==> src/rtl/trt_pkg.sv <==
package trt_pkg;
  localparam int unsigned WORD_W      = 32;
  localparam int unsigned EN_POS      = 31;
  localparam int unsigned MODE_POS    = 30;
  localparam int unsigned FLAG_POS    = 30;
  localparam int unsigned PERIOD_SLOT = 0;
  localparam int unsigned STATUS_SLOT = 1;

  typedef struct packed {
    logic run;
    logic autoload;
  } ctrl_t;
endpackage

==> src/rtl/trt_regs.sv <==
module trt_regs
  import trt_pkg::*;
#(
  parameter int unsigned ADDR_W = 4,
  parameter int unsigned CNT_W  = 29
) (
  input  logic              clk,
  input  logic              rst,
  input  logic              bus_wr,
  input  logic              bus_rd,
  input  logic [ADDR_W-1:0] bus_addr,
  input  logic [WORD_W-1:0] bus_wdata,
  input  logic              disarm,
  input  logic              expire,
  input  logic [CNT_W-1:0]  count,
  input  logic              flag,
  output ctrl_t             ctrl_q,
  output logic [CNT_W-1:0]  reload_q,
  output logic              load,
  output logic [CNT_W-1:0]  load_val,
  output logic              clr_req,
  output logic [WORD_W-1:0] rdata
);
  localparam int unsigned SLOT_W = ADDR_W - 2;

  logic [SLOT_W-1:0] slot;
  logic              hit_period;
  logic              hit_status;
  logic [WORD_W-1:0] rd_word;
  logic              unused_bits;

  assign slot       = bus_addr[ADDR_W-1:2];
  assign hit_period = (slot == SLOT_W'(PERIOD_SLOT));
  assign hit_status = (slot == SLOT_W'(STATUS_SLOT));
  assign load       = bus_wr && hit_period;
  assign load_val   = bus_wdata[CNT_W-1:0];
  assign clr_req    = bus_wr && hit_status && bus_wdata[FLAG_POS];
  assign unused_bits = ^{bus_addr[1:0], bus_wdata[29:CNT_W]};

  always_ff @(posedge clk) begin
    if (rst) begin
      ctrl_q   <= '0;
      reload_q <= '0;
    end else if (load) begin
      ctrl_q.run      <= bus_wdata[EN_POS];
      ctrl_q.autoload <= bus_wdata[MODE_POS];
      reload_q        <= load_val;
    end else if (disarm) begin
      ctrl_q.run <= 1'b0;
    end
  end

  always_comb begin
    rd_word = '0;
    if (hit_period) begin
      rd_word[EN_POS]      = ctrl_q.run;
      rd_word[MODE_POS]    = ctrl_q.autoload;
      rd_word[CNT_W-1:0]   = reload_q;
    end else if (hit_status) begin
      rd_word[FLAG_POS]    = flag;
      rd_word[CNT_W-1:0]   = count;
    end
  end

  always_ff @(posedge clk) begin
    if (rst) begin
      rdata <= '0;
    end else if (bus_rd) begin
      rdata <= rd_word;
    end
  end

  // a stopped timer never expires
  assert_stopped_quiet_R10: assert property (@(posedge clk) disable iff (rst)
    !ctrl_q.run |-> !expire);

  // a control write lands in the stored fields
  assert_ctrl_write_R2: assert property (@(posedge clk) disable iff (rst)
    load |=> (ctrl_q.run == $past(bus_wdata[EN_POS])) && (reload_q == $past(load_val)));
endmodule

==> src/rtl/trt_counter.sv <==
module trt_counter #(
  parameter int unsigned CNT_W = 29
) (
  input  logic             clk,
  input  logic             rst,
  input  logic             tick_en,
  input  logic             run,
  input  logic             autoload,
  input  logic             load,
  input  logic [CNT_W-1:0] load_val,
  input  logic [CNT_W-1:0] reload,
  output logic [CNT_W-1:0] count_q,
  output logic             expire,
  output logic             disarm
);
  localparam logic [CNT_W-1:0] ONE = CNT_W'(1);

  function automatic logic [CNT_W-1:0] start_val(input logic [CNT_W-1:0] v);
    return (v == '0) ? ONE : v;
  endfunction

  logic step;

  assign step   = run && tick_en && !load;
  assign expire = step && (count_q == ONE);
  assign disarm = expire && !autoload;

  always_ff @(posedge clk) begin
    if (rst) begin
      count_q <= '0;
    end else if (load) begin
      count_q <= start_val(load_val);
    end else if (expire) begin
      count_q <= autoload ? start_val(reload) : '0;
    end else if (step && count_q != '0) begin
      count_q <= count_q - ONE;
    end
  end

  // without a tick or a load the count holds
  assert_hold_no_tick_R3: assert property (@(posedge clk) disable iff (rst)
    (!tick_en && !load) |=> $stable(count_q));

  // a load never leaves a zero count
  assert_load_nonzero_R2: assert property (@(posedge clk) disable iff (rst)
    load |=> (count_q != '0));
endmodule

==> src/rtl/trt_irq.sv <==
module trt_irq (
  input  logic clk,
  input  logic rst,
  input  logic expire,
  input  logic clr_req,
  output logic flag_q,
  output logic pulse_q
);
  always_ff @(posedge clk) begin
    if (rst) begin
      flag_q  <= 1'b0;
      pulse_q <= 1'b0;
    end else begin
      pulse_q <= expire;
      if (expire) begin
        flag_q <= 1'b1;
      end else if (clr_req) begin
        flag_q <= 1'b0;
      end
    end
  end

  // a clear without a competing expiry drops the flag
  assert_clear_drops_R8: assert property (@(posedge clk) disable iff (rst)
    (clr_req && !expire) |=> !flag_q);

  // an expiry always leaves the flag set, clear or not
  assert_expiry_wins_R9: assert property (@(posedge clk) disable iff (rst)
    expire |=> flag_q);

  // the flag is sticky until cleared
  assert_flag_sticky_R6: assert property (@(posedge clk) disable iff (rst)
    (flag_q && !clr_req) |=> flag_q);
endmodule

==> src/rtl/tick_reload_timer.sv <==
module tick_reload_timer
  import trt_pkg::*;
#(
  parameter int unsigned ADDR_W = 4,
  parameter int unsigned CNT_W  = 29
) (
  input  logic              clk,
  input  logic              rst,
  input  logic              tick_en,
  input  logic              bus_wr,
  input  logic              bus_rd,
  input  logic [ADDR_W-1:0] bus_addr,
  input  logic [31:0]       bus_wdata,
  output logic [31:0]       bus_rdata,
  output logic              irq,
  output logic              expire_pulse
);
  ctrl_t            ctrl_q;
  logic [CNT_W-1:0] reload_q;
  logic             load;
  logic [CNT_W-1:0] load_val;
  logic             clr_req;
  logic [CNT_W-1:0] count_q;
  logic             expire;
  logic             disarm;
  logic             flag_q;
  logic             pulse_q;

  trt_regs #(.ADDR_W(ADDR_W), .CNT_W(CNT_W)) u_regs (
    .clk       (clk),
    .rst       (rst),
    .bus_wr    (bus_wr),
    .bus_rd    (bus_rd),
    .bus_addr  (bus_addr),
    .bus_wdata (bus_wdata),
    .disarm    (disarm),
    .expire    (expire),
    .count     (count_q),
    .flag      (flag_q),
    .ctrl_q    (ctrl_q),
    .reload_q  (reload_q),
    .load      (load),
    .load_val  (load_val),
    .clr_req   (clr_req),
    .rdata     (bus_rdata)
  );

  trt_counter #(.CNT_W(CNT_W)) u_counter (
    .clk      (clk),
    .rst      (rst),
    .tick_en  (tick_en),
    .run      (ctrl_q.run),
    .autoload (ctrl_q.autoload),
    .load     (load),
    .load_val (load_val),
    .reload   (reload_q),
    .count_q  (count_q),
    .expire   (expire),
    .disarm   (disarm)
  );

  trt_irq u_irq (
    .clk     (clk),
    .rst     (rst),
    .expire  (expire),
    .clr_req (clr_req),
    .flag_q  (flag_q),
    .pulse_q (pulse_q)
  );

  assign irq          = flag_q;
  assign expire_pulse = pulse_q;

  // a single-shot expiry drops the enable
  assert_oneshot_disarm_R5: assert property (@(posedge clk) disable iff (rst)
    (expire && !ctrl_q.autoload) |=> !ctrl_q.run);

  // the pulse coincides with a set flag
  assert_pulse_with_flag_R7: assert property (@(posedge clk) disable iff (rst)
    expire_pulse |-> irq);

  // an auto-reload expiry keeps the timer running with a nonzero count
  assert_autoload_rerun_R4: assert property (@(posedge clk) disable iff (rst)
    (expire && ctrl_q.autoload && !load) |=> (ctrl_q.run && count_q != '0));
endmodule

==> config.mk <==
export PLATFORM = sky130hd
export DESIGN_NAME = tick_reload_timer
export DESIGN_NICKNAME = d
export VERILOG_FILES = /design/src/rtl/trt_pkg.sv /design/src/rtl/trt_regs.sv /design/src/rtl/trt_counter.sv /design/src/rtl/trt_irq.sv /design/src/rtl/tick_reload_timer.sv
export SDC_FILE = /design/constraint.sdc
export NUM_CORES = 1
export LEC_CHECK = 0
export ABC_CLOCK_PERIOD_IN_PS = 4660
export BUFFER_PORTS_ARGS = -buffer_cell sky130_fd_sc_hd__buf_2
export CAP_MARGIN = 20
export CORE_AREA = 2 2 111 113
export DETAILED_ROUTE_END_ITERATION = 7
export DIE_AREA = 0 0 113 115
export PLACE_DENSITY = 0.7
export SYNTH_ARGS = -nofsm -noshare
export SYNTH_HDL_FRONTEND = slang
export SYNTH_SLANG_ARGS = --single-unit
==> constraint.sdc <==
create_clock -name clk -period 4.66 [get_ports clk]
set_input_delay 0.699 -clock clk [delete_from_list [all_inputs] [get_ports clk]]
set_output_delay 0.699 -clock clk [all_outputs]
set_load 0.02 [all_outputs]
==> flow_summary.yaml <==
run_status:
  status: "complete, but fails checks"
  violations: "design-rule violations"
cts:
  post_cts_buffers: 0
  ctsHoldBuffers: 0
  cts.sink_count: 93
  clockRootBuffer: "clkbuf_16"
  cts_buffer_depth: 2
  clock_latency_ns: 0.35
  htreeDepth: 3
  cts_tree: "built"
  cts_made_buffers: 9
  cts_resized: 0
  clkTransAtPathRegs_ns: 0.06
yosys:
  synth_nets: 681
  yosysSeqAreaShare_pct: 37.3
  synthTopCellsByCount: "105 x nand2_1, 93 x dfxtp_1, 83 x a21oi_1, 67 x nor2_1, 33 x clkbuf_1"
  synth_area_per_cell_sq_um: 7.83
  yosysWarnings: 0
  synth_flop_cell: "dfxtp_1"
  synth_top_area_share_pct: 37.3
  synth_area_sq_um: 4990
  synth_seq_cells: 93
  async_flop_share_pct: 0
  yosysMostFrequentCell: "nand2_1"
  synth_area_leaders: "dfxtp_1 37%, a21oi_1 8.3%, nand2_1 7.9%"
  synth_cells: 637
  synth_area_leader_cell: "dfxtp_1"
  synth_edf_count: 0
  synth_cell_types: 56
drt:
  first_iter_violations: 313
  ant_nets: 0
  vias_per_cell: 5.90
  drc: 3
  routedWlPerCell_microns: 17.7
  drt_wl_total_microns: 14800
  dr.pass1.iters: 7
  vias: 4934
global_route:
  met3_usage_pct: 2.74
  grt_max_degree: 63
  grt_pass1_wl_microns: 24000
  groute.usage.overall_pct: 23.0
  overflow: 0
  top_usage_layer: "met2"
  use_met2_pct: 35.9
  grtUsageMet1_pct: 31.7
  grt_antenna_before_repair: 0
  grt_pass1_vias: 4609
timing:
  slew_viol_final: 0
  min_period_ns: 3.16
  slew_headroom_pct: 26.7
  period_share_pct: 67.7
  tns_ns: 0
  fin_hold_ws_ns: 0.493
  hold_viol_final: 0
  rsz0062_at_grt: "false"
  tightest_slew_ns: 1.10
  setup_viol: 0
  clock-skew-final_ns: 0.00785
  fmax_ghz: 0.317
setup_path:
  setup.worst_path.start_class: "flop"
  path_max_fanout: 25
  cp.arrival_ns: 3.42
  crit_type: "reg2reg"
  required_ns: 4.93
  r2r_cells: 7
  crit_path_end_kind: "flop"
cells_and_area:
  syn2layout_area_growth_pct: 14.9
  drive_gt1_share_pct: 20.8
  fillers: 1169
  stdcell_count: 836
  diodes: 0
  fin_area_sq_um: 5730
  fin_nets: 728
die:
  start_util_pct: 42.2
  ioPinCount: 75
  die_height_microns: 115
  die-area_sq_um: 13000
  rows: 40
  die_width_microns: 113
  core_sq_um: 11800
power_and_ir_drop:
  p_leak_nw: 2.27
  p_per_area_nw_per_um2: 367
  ir_worst_vdd_mv: 0.203
placed_design:
  dp.cells: 819
  place.gp.congestion: 0.865
  port_buffers: 70
  dpl.hpwl_microns: 10100
  placed_area_sq_um: 5400
hold_path:
  min_path_cells: 2
  hp-class: "reg2reg"
flow_run:
  drv_cap: 0
-- placed cells by master (no fill, tap or decap), types with 19 or more instances in the layout --
master / count
nand2_1: 105
xor2_1: 19
dfxtp_1: 93
o21ai_0: 25
mux2_2: 30
a21oi_1: 83
nor2_1: 67
nor2b_1: 30
buf_2: 70
nor4_1: 19
-- layer usage --
layer / vias to the layer above / routed length (microns)
li1: 2323 / -
met3: 34 / 974
met2: 241 / 6720
met5: - / 0
met4: 0 / 532
met1: 2336 / 6600
-- power breakdown --
group | internal [mW] | switching, mW | leakage (nW)
Sequential | 0.829 | 0.0484 | 0.755
Clock | 0.459 | 0.302 | 0.152
Combinational | 0.177 | 0.289 | 1.37
Total | 1.47 | 0.639 | 2.27
-- registers in the layout, summed over array words and instances, names as in the netlist --
register and count:
u_counter.count_q 29, u_regs.ctrl_q 2, u_irq.flag_q 1, u_irq.pulse_q 1
u_regs.reload_q 29, u_regs.rdata 31
-- critical path, stage by stage, from the launching register on --
cell	delay, ns
dfxtp_1	0.38
nor4_2	0.55
nand2_1	0.51
o41a_1	0.91
buf_4	0.35
nand2_1	0.08
a21oi_1	0.05
a211oi_2	0.24
-- stage by stage --
step	power, mW	util, %	setup slack (ns)
floorplan	1.23	-	2.25
finish	2.10	48.5	1.50
detailed placement	1.35	45.8	1.25
global placement	1.33	45.8	1.28
global route	2.20	48.5	1.33
CTS	2.10	48.4	1.55
-- layout make-up --
| type | count | area, sq um | area share (%) |
|---|---|---|---|
| Inverter | 3 | 11.3 | 0.197 |
| Tap cell | 147 | 184 | 3.21 |
| Clock inverter | 3 | 42.5 | 0.743 |
| Clock buffer | 13 | 270 | 4.72 |
| Multi-Input combinational cell | 497 | 2930 | 51.1 |
| Sequential cell | 93 | 1860 | 32.5 |
| Timing Repair Buffer | 80 | 429 | 7.49 |
-- path summary, 6_finish.rpt --
check                       startpoint                     to  slack [ns]
setup / recovery  u_counter.count_q[8]  u_counter.count_q[21]        1.50
setup reg to reg  u_counter.count_q[8]  u_counter.count_q[21]        1.50
hold reg to reg    u_regs.reload_q[11]    u_regs.reload_q[11]        0.49
hold / removal     u_regs.reload_q[11]    u_regs.reload_q[11]        0.49
-- cells by family after synthesis --
group	count (synthesis)	share of synthesized area, %
AOI/OAI and AO/OA	153	18.5
xor gates and xnor gates	22	3.86
adders and majority gates	3	0.753
buffers and inverters	47	4.06
DFF	93	37.3
muxes	33	7.38
other	1	0.0752
and+or+nand+nor	285	28.0
(Power assumes the default switching activity.)
